**config.mk**
```make
export PLATFORM = sky130hd
export DESIGN_NAME = capture_scope
export DESIGN_NICKNAME = d
export VERILOG_FILES = /design/src/rtl/scope_pkg.sv /design/src/rtl/scope_ctrl.sv /design/src/rtl/scope_mem.sv /design/src/rtl/scope_bus.sv /design/src/rtl/capture_scope.sv
export SDC_FILE = /design/constraint.sdc
export NUM_CORES = 1
export LEC_CHECK = 0
export BUFFER_PORTS_ARGS = -buffer_cell sky130_fd_sc_hd__buf_4
export CAP_MARGIN = 15
export CORE_MARGIN = 2
export CORE_UTILIZATION = 30
export DETAILED_ROUTE_END_ITERATION = 10
export PLACE_DENSITY = 0.46
export SYNTH_ARGS = -nofsm -noshare
export SYNTH_HDL_FRONTEND = slang
export SYNTH_HIERARCHICAL = 1
export SYNTH_SLANG_ARGS = --single-unit
```
**constraint.sdc**
```tcl
create_clock -name clk -period 5.82 [get_ports clk]
set_input_delay 0.582 -clock clk [delete_from_list [all_inputs] [get_ports clk]]
set_output_delay 0.582 -clock clk [all_outputs]
set_load 0.02 [all_outputs]
```
**src/rtl/scope_pkg.sv**
```systemverilog
package scope_pkg;

    localparam logic REG_CTRL = 1'b0;
    localparam logic REG_DATA = 1'b1;

    localparam int BIT_PRIMED = 28;
    localparam int BIT_TRIGGERED = 29;
    localparam int BIT_STOPPED = 30;
    localparam int DEPTH_LSB = 20;
    localparam int DEPTH_FW = 5;

    typedef enum logic [1:0] {
        SEL_CTRL = 2'd0,
        SEL_DATA = 2'd1,
        SEL_ZERO = 2'd2
    } rd_sel_e;

endpackage

```
**src/rtl/scope_ctrl.sv**
```systemverilog
module scope_ctrl #(
    parameter int AW = 5,
    parameter int HW = 20
) (
    input  logic          clk,
    input  logic          rst_n,
    input  logic          trig_i,
    input  logic          arm_i,
    input  logic [HW-1:0] hold_i,
    input  logic          rd_adv_i,
    output logic          wr_en_o,
    output logic [AW-1:0] wptr_o,
    output logic [AW-1:0] rptr_o,
    output logic          primed_o,
    output logic          trg_o,
    output logic          stp_o,
    output logic [HW-1:0] hold_o
);

    localparam logic [AW-1:0] LAST_IDX = AW'((1 << AW) - 1);

    typedef struct packed {
        logic [AW-1:0] wptr;
        logic [AW-1:0] rptr;
        logic          primed;
        logic          trg;
        logic          stp;
        logic [HW-1:0] cnt;
        logic [HW-1:0] hold;
    } st_t;

    st_t st_d, st_q;
    logic wr_en_d;

    always_comb begin
        st_d    = st_q;
        wr_en_d = 1'b0;
        if (arm_i) begin
            st_d.wptr   = '0;
            st_d.rptr   = '0;
            st_d.primed = 1'b0;
            st_d.trg    = 1'b0;
            st_d.stp    = 1'b0;
            st_d.cnt    = '0;
            st_d.hold   = hold_i;
        end else if (!st_q.stp) begin
            if (st_q.trg && st_q.cnt == '0) begin
                st_d.stp  = 1'b1;
                st_d.rptr = st_q.wptr;
            end else begin
                wr_en_d   = 1'b1;
                st_d.wptr = st_q.wptr + 1'b1;
                if (st_q.wptr == LAST_IDX) begin
                    st_d.primed = 1'b1;
                end
                if (st_q.trg) begin
                    st_d.cnt = st_q.cnt - 1'b1;
                end else if (trig_i && st_q.primed) begin
                    st_d.trg = 1'b1;
                    st_d.cnt = st_q.hold;
                end
            end
        end else if (rd_adv_i) begin
            st_d.rptr = st_q.rptr + 1'b1;
        end
    end

    always_ff @(posedge clk) begin
        if (!rst_n) begin
            st_q <= '0;
        end else begin
            st_q <= st_d;
        end
    end

    assign wr_en_o  = wr_en_d;
    assign wptr_o   = st_q.wptr;
    assign rptr_o   = st_q.rptr;
    assign primed_o = st_q.primed;
    assign trg_o    = st_q.trg;
    assign stp_o    = st_q.stp;
    assign hold_o   = st_q.hold;

    AST_TRIG_NEEDS_PRIMED: assert property (@(posedge clk) disable iff (!rst_n)
        $rose(st_q.trg) |-> $past(st_q.primed));

    AST_STOP_AFTER_TRIG: assert property (@(posedge clk) disable iff (!rst_n)
        st_q.stp |-> st_q.trg);

    AST_HOLD_COUNTDOWN: assert property (@(posedge clk) disable iff (!rst_n)
        (st_q.trg && !st_q.stp && st_q.cnt != '0 && !arm_i)
        |=> (st_q.cnt == $past(st_q.cnt) - 1'b1));

    AST_FROZEN_WPTR: assert property (@(posedge clk) disable iff (!rst_n)
        (st_q.stp && !arm_i) |=> ($stable(st_q.wptr) && st_q.stp));

    AST_ARM_CLEARS: assert property (@(posedge clk) disable iff (!rst_n)
        arm_i |=> (!st_q.primed && !st_q.trg && !st_q.stp));

endmodule

```
**src/rtl/scope_mem.sv**
```systemverilog
module scope_mem #(
    parameter int DW = 32,
    parameter int AW = 5
) (
    input  logic          clk,
    input  logic          we_i,
    input  logic [AW-1:0] waddr_i,
    input  logic [DW-1:0] wdata_i,
    input  logic [AW-1:0] raddr_i,
    output logic [DW-1:0] rdata_o
);

    localparam int DEPTH = 1 << AW;

    logic [DW-1:0] ram_q [DEPTH];
    logic [DW-1:0] rdata_q;

    always_ff @(posedge clk) begin
        if (we_i) begin
            ram_q[waddr_i] <= wdata_i;
        end
        rdata_q <= ram_q[raddr_i];
    end

    assign rdata_o = rdata_q;

endmodule

```
**src/rtl/scope_bus.sv**
```systemverilog
module scope_bus
    import scope_pkg::*;
#(
    parameter int DW = 32,
    parameter int AW = 5,
    parameter int HW = 20
) (
    input  logic          clk,
    input  logic          rst_n,
    input  logic          stb_i,
    input  logic          we_i,
    input  logic          addr_i,
    input  logic [DW-1:0] wdata_i,
    input  logic          primed_i,
    input  logic          trg_i,
    input  logic          stp_i,
    input  logic [HW-1:0] hold_i,
    input  logic [DW-1:0] mem_rdata_i,
    output logic          arm_o,
    output logic [HW-1:0] hold_o,
    output logic          rd_adv_o,
    output logic          ack_o,
    output logic [DW-1:0] rdata_o
);

    localparam int PAD_W = DEPTH_LSB - HW;
    localparam int MID_W = BIT_PRIMED - DEPTH_LSB - DEPTH_FW;

    typedef struct packed {
        logic          ack;
        rd_sel_e       sel;
        logic [DW-1:0] ctrl;
    } st_t;

    st_t st_d, st_q;
    logic [DW-1:0] ctrl_word;
    logic          rd_req;
    logic          unused_wbits;

    assign unused_wbits = ^wdata_i[DW-1:HW];

    generate
        if (PAD_W > 0) begin : g_pad
            assign ctrl_word = {1'b0, stp_i, trg_i, primed_i, {MID_W{1'b0}},
                                DEPTH_FW'(AW), {PAD_W{1'b0}}, hold_i};
        end else begin : g_nopad
            assign ctrl_word = {1'b0, stp_i, trg_i, primed_i, {MID_W{1'b0}},
                                DEPTH_FW'(AW), hold_i};
        end
    endgenerate

    assign rd_req   = stb_i && !we_i;
    assign arm_o    = stb_i && we_i && (addr_i == REG_CTRL);
    assign hold_o   = wdata_i[HW-1:0];
    assign rd_adv_o = rd_req && (addr_i == REG_DATA) && stp_i;

    always_comb begin
        st_d     = st_q;
        st_d.ack = stb_i;
        if (rd_req) begin
            if (addr_i == REG_CTRL) begin
                st_d.sel  = SEL_CTRL;
                st_d.ctrl = ctrl_word;
            end else if (stp_i) begin
                st_d.sel = SEL_DATA;
            end else begin
                st_d.sel = SEL_ZERO;
            end
        end
    end

    always_ff @(posedge clk) begin
        if (!rst_n) begin
            st_q <= '{ack: 1'b0, sel: SEL_ZERO, ctrl: '0};
        end else begin
            st_q <= st_d;
        end
    end

    always_comb begin
        case (st_q.sel)
            SEL_CTRL: rdata_o = st_q.ctrl;
            SEL_DATA: rdata_o = mem_rdata_i;
            default:  rdata_o = '0;
        endcase
    end

    assign ack_o = st_q.ack;

    AST_ACK_FOLLOWS_STB: assert property (@(posedge clk) disable iff (!rst_n)
        ack_o |-> $past(stb_i));

    AST_STB_GETS_ACK: assert property (@(posedge clk) disable iff (!rst_n)
        stb_i |=> ack_o);

    AST_EARLY_DATA_ZERO: assert property (@(posedge clk) disable iff (!rst_n)
        (rd_req && addr_i == REG_DATA && !stp_i) |=> (rdata_o == '0));

    AST_CTRL_TOP_BIT: assert property (@(posedge clk) disable iff (!rst_n)
        (ack_o && st_q.sel == SEL_CTRL) |-> (rdata_o[DW-1] == 1'b0));

endmodule

```
**src/rtl/capture_scope.sv**
```systemverilog
module capture_scope #(
    parameter int DW = 32,
    parameter int AW = 5,
    parameter int HW = 20
) (
    input  logic          clk,
    input  logic          rst_n,
    input  logic [DW-1:0] probe_i,
    input  logic          trig_i,
    input  logic          bus_stb,
    input  logic          bus_we,
    input  logic          bus_addr,
    input  logic [DW-1:0] bus_wdata,
    output logic          bus_ack,
    output logic [DW-1:0] bus_rdata
);

    logic          arm;
    logic [HW-1:0] hold_wr;
    logic [HW-1:0] hold_cur;
    logic          rd_adv;
    logic          wr_en;
    logic [AW-1:0] wptr;
    logic [AW-1:0] rptr;
    logic          primed;
    logic          trg;
    logic          stp;
    logic [DW-1:0] mem_rdata;

    scope_ctrl #(.AW(AW), .HW(HW)) u_ctrl (
        .clk      (clk),
        .rst_n    (rst_n),
        .trig_i   (trig_i),
        .arm_i    (arm),
        .hold_i   (hold_wr),
        .rd_adv_i (rd_adv),
        .wr_en_o  (wr_en),
        .wptr_o   (wptr),
        .rptr_o   (rptr),
        .primed_o (primed),
        .trg_o    (trg),
        .stp_o    (stp),
        .hold_o   (hold_cur)
    );

    scope_mem #(.DW(DW), .AW(AW)) u_mem (
        .clk     (clk),
        .we_i    (wr_en),
        .waddr_i (wptr),
        .wdata_i (probe_i),
        .raddr_i (rptr),
        .rdata_o (mem_rdata)
    );

    scope_bus #(.DW(DW), .AW(AW), .HW(HW)) u_bus (
        .clk         (clk),
        .rst_n       (rst_n),
        .stb_i       (bus_stb),
        .we_i        (bus_we),
        .addr_i      (bus_addr),
        .wdata_i     (bus_wdata),
        .primed_i    (primed),
        .trg_i       (trg),
        .stp_i       (stp),
        .hold_i      (hold_cur),
        .mem_rdata_i (mem_rdata),
        .arm_o       (arm),
        .hold_o      (hold_wr),
        .rd_adv_o    (rd_adv),
        .ack_o       (bus_ack),
        .rdata_o     (bus_rdata)
    );

    AST_NO_STORE_WHEN_STOPPED: assert property (@(posedge clk) disable iff (!rst_n)
        stp |-> !wr_en);

    AST_READ_ONLY_WHEN_STOPPED: assert property (@(posedge clk) disable iff (!rst_n)
        rd_adv |-> stp);

endmodule

```
==> results.py <==
metrics = {
    "run_status": {
        "status": "finished, final reports clean",
    },
    "logic_synthesis": {
        "yosysUniqueCellTypes": 62,
        "synth_edf_count": 1024,
        "synthArstFlopShare_pct": 0,
        "synthTopCellsByArea": "edfxtp_1 (68%), mux2i_1 (12%), dfxtp_1 (5.0%)",
        "ys_seq_elements": 1136,
        "synthCells": 2805,
        "synth_area_mm2": 0.0450,
        "yosys.area.top_type_share_pct": 68.4,
        "synth_nets": 2880,
        "synthFlopType": "edfxtp_1",
        "syn_avg_cell_area_um2": 16.0,
        "seq_area_frac_synth_pct": 73.3,
        "yosysWarningCount": 6,
        "yosysTopAreaCell": "edfxtp_1",
    },
    "pwr": {
        "power.share.sequential_pct": 53.3,
        "power_switching_mw": 3.52,
        "power.density_mw_per_mm2": 330,
        "p_leak_nw": 15.4,
        "ir_worst_vdd_mv": 0.239,
        "power_mw": 17.0,
        "sw_frac_of_total_pct": 20.7,
        "p_clk_share_pct": 43.8,
        "p_int_mw": 13.5,
        "combPwrFrac_pct": 3.0,
    },
    "sta": {
        "slew_violations": 0,
        "fin_skew_ps": 28.6,
        "maxSlewHeadroom_pct": 18.9,
        "rsz0062_at_grt": "no",
        "timing.fmax_mhz": 243,
        "hold_violations": 0,
        "final.period_utilization_pct": 70.7,
        "setup_tns_ps": 0,
        "tightest_slew_ps": 1210,
        "setup_viol": 0,
        "min_period_ps": 4110,
    },
    "clock_network": {
        "post-cts-setup-buffers": 0,
        "insertion_delay_ps": 710,
        "tritoncts": "done",
        "clk_path_buf_depth": 3,
        "cts_htree_levels": 3,
        "clock-root-buffer": "clkbuf_16",
        "cts_hold_buf": 0,
        "cts.sinks": 1136,
        "cts.reportedPaths.clkPinSlew_ps": 60,
        "numCtsBuffers": 121,
        "ctsResizeCount": 0,
    },
    "layout": {
        "final_nets": 2932,
        "syn_to_final_growth_pct": 14.7,
        "drive_gt1_share_pct": 12.9,
    },
    "critical_path": {
        "r2r-start": "u_ctrl/st_q[20]",
        "critPathLaunchType": "register",
        "required_ps": 6130,
        "r2r_slack_ps": 1710,
        "critPathLaunch": "u_ctrl/st_q[20]",
        "worstSetupEndpointType": "register",
        "reg2reg_to": "u_mem/ram_q[27][22]",
        "crit_arrival_ps": 4420,
        "reg2regPathDepth": 8,
        "crit_type": "register to register",
        "worst-path-max-fanout": 32,
    },
    "placement": {
        "gp_congestion": 0.788,
        "portBuffers": 90,
        "hpwl_mm": 66.5,
    },
    "grt": {
        "antenna_found_initial": 6,
        "grt.overflow.total": 0,
        "grt_pass1_vias": 23800,
        "grt_pass1_wl_mm": 159,
        "grt_max_degree": 117,
        "grt_use_total_pct": 13.9,
    },
    "die": {
        "dieArea_mm2": 0.153,
        "ios": 103,
        "num_rows": 142,
        "initial_core_util_pct": 30.1,
        "core_mm2": 0.149,
        "die_w_um": 391,
        "die_h_um": 391,
    },
    "route": {
        "routed_via_density": 4.81,
        "wl_per_cell_um": 21.9,
        "final_antenna_net_count": 0,
        "routed_wl_mm": 109,
        "drc_errors": 0,
        "drt_pass1_iterations": 5,
        "vias": 23900,
        "initialDrtViolationCount": 1661,
    },
    "hold_path": {
        "hold_start": "bus_stb",
        "whs_path_depth": 2,
        "min_to": "u_bus/ack_o",
        "holdCritPathClass": "input pin to register",
    },
    "flow_run": {
        "cap_violations": 0,
    },
}
## metal layers
layer | global-route usage (%) | vias to the layer above | routed length (um)
li1 | - | 11000 | -
met1 | 20.1 | 12300 | 51800
met2 | 21.9 | 560 | 49900
met3 | 2.40 | 135 | 5320
met4 | 3.09 | 0 | 1910
met5 | 0 | - | 0
## worst max-delay path by stage
| stage | end | slack [ps] | cells after the start |
|---|---|---|---|
| floorplan | u_mem/ram_q[12][0] | 1680 | 10 |
| global placement | u_mem/ram_q[11][25] | 1750 | 7 |
| detailed placement | u_mem/ram_q[7][24] | 1660 | 7 |
| CTS | u_mem/ram_q[7][4] | 1660 | 8 |
| global route | u_mem/ram_q[18][27] | 1440 | 8 |
| finish | u_mem/ram_q[27][22] | 1710 | 8 |
## Yosys cell counts (18+ instances only)
| cell type | number |
|---|---|
| o21ai_0 | 34 |
| dfxtp_1 | 112 |
| buf_4 | 87 |
| a22oi_1 | 100 |
| buf_6 | 18 |
| nor2b_1 | 28 |
| nor2_1 | 87 |
| a21oi_1 | 120 |
| clkbuf_1 | 62 |
| mux2i_1 | 559 |
| nor3_1 | 39 |
| a31oi_1 | 38 |
| edfxtp_1 | 1024 |
| buf_2 | 34 |
| nand2_1 | 146 |
| nand3_1 | 130 |
| a22o_1 | 65 |
## registers in the layout, indices dropped and copies added, names as in the netlist
name             cells
u_ctrl/primed_o      1
u_ctrl/stp_o         1
u_bus/st_q          26
u_ctrl/st_q         20
u_ctrl/rptr_o        5
u_mem/ram_q       1024
u_ctrl/trg_o         1
u_ctrl/wptr_o        5
u_mem/rdata_o       32
u_bus/ack_o          1
u_ctrl/hold_o       20
## cells by family (layout without fill, tap and decap cells)
family	after synthesis	in the layout	synth area share [%]
other	0	1	0
and+or+nand+nor	495	495	5.29
adders and majority gates	5	5	0.139
DFF	1136	1136	73.3
xor gates and xnor gates	2	2	0.0389
buffers and inverters	218	371	2.96
AOI/OAI and AO/OA	389	389	5.76
muxes	560	560	12.5
## through the flow
step	setup WS, ps	utilization [%]	std cells	hold WS [ps]	area, um^2
after detailed placement	1660	31.8	4744	449	47600
final	1710	34.5	4975	128	51600
after floorplan	1680	-	2805	428	45000
after global routing	1440	34.5	4974	97.5	51600
after CTS	1660	34.4	4968	73.3	51500
after global placement	1750	31.8	4742	439	47500
## cell type report
| cell class | count | area, um^2 |
|---|---|---|
| Multi-Input combinational cell | 1451 | 10900 |
| Tap cell | 2016 | 2520 |
| Inverter | 7 | 26.3 |
| Clock buffer | 161 | 3300 |
| Timing Repair Buffer | 140 | 1230 |
| Clock inverter | 63 | 592 |
| Sequential cell | 1136 | 33000 |
| Fill cell | 14200 | 97800 |
| Antenna cell | 1 | 2.50 |
## power groups by stage
stage | Clock, mW | Combinational (mW) | Sequential (mW)
2_1_floorplan | 0 | 0.195 | 9.22
3_3_place_gp | 0 | 0.490 | 9.23
3_5_place_dp | 0 | 0.506 | 9.24
4_1_cts | 7.66 | 0.507 | 9.07
5_1_grt | 7.97 | 0.544 | 9.07
6_report | 7.45 | 0.503 | 9.06
## worst max-delay path, cell delays in order (launching register included)
cell and delay, ps:
dfxtp_1 400, inv_1 100, ha_1 200, or4b_2 210, nor4_2 80, a21oi_1 180, nor2b_1 450, nand3_1 860
nor2_4 1220
## placed cells by master, fill, tap and decap left out, types with 4 or more instances in the layout
cell type | netlist | routed
nand3_1 | 130 | 130
or4b_1 | 4 | 4
o221a_2 | 4 | 4
buf_12 | 0 | 13
nor2_1 | 87 | 54
clkinv_1 | 0 | 16
buf_4 | 87 | 126
nand4_1 | 5 | 5
clkbuf_8 | 0 | 12
inv_6 | 0 | 4
or4_1 | 5 | 5
ha_1 | 5 | 5
nand2b_1 | 7 | 5
nand2_1 | 146 | 145
inv_1 | 7 | 7
nor2b_1 | 28 | 27
clkbuf_1 | 62 | 28
a22o_1 | 65 | 65
a21oi_1 | 120 | 120
clkinv_2 | 0 | 29
bufinv_16 | 0 | 9
clkbuf_16 | 0 | 121
nor3_1 | 39 | 39
and3_1 | 4 | 4
or3_1 | 4 | 4
o21ai_0 | 34 | 34
nor2_4 | 0 | 33
nand3b_1 | 8 | 8
a22oi_1 | 100 | 100
and2_1 | 11 | 10
mux2i_1 | 559 | 559
edfxtp_1 | 1024 | 1024
dfxtp_1 | 112 | 110
a31oi_1 | 38 | 38
Note: power is estimated with default switching activity, not from simulation.
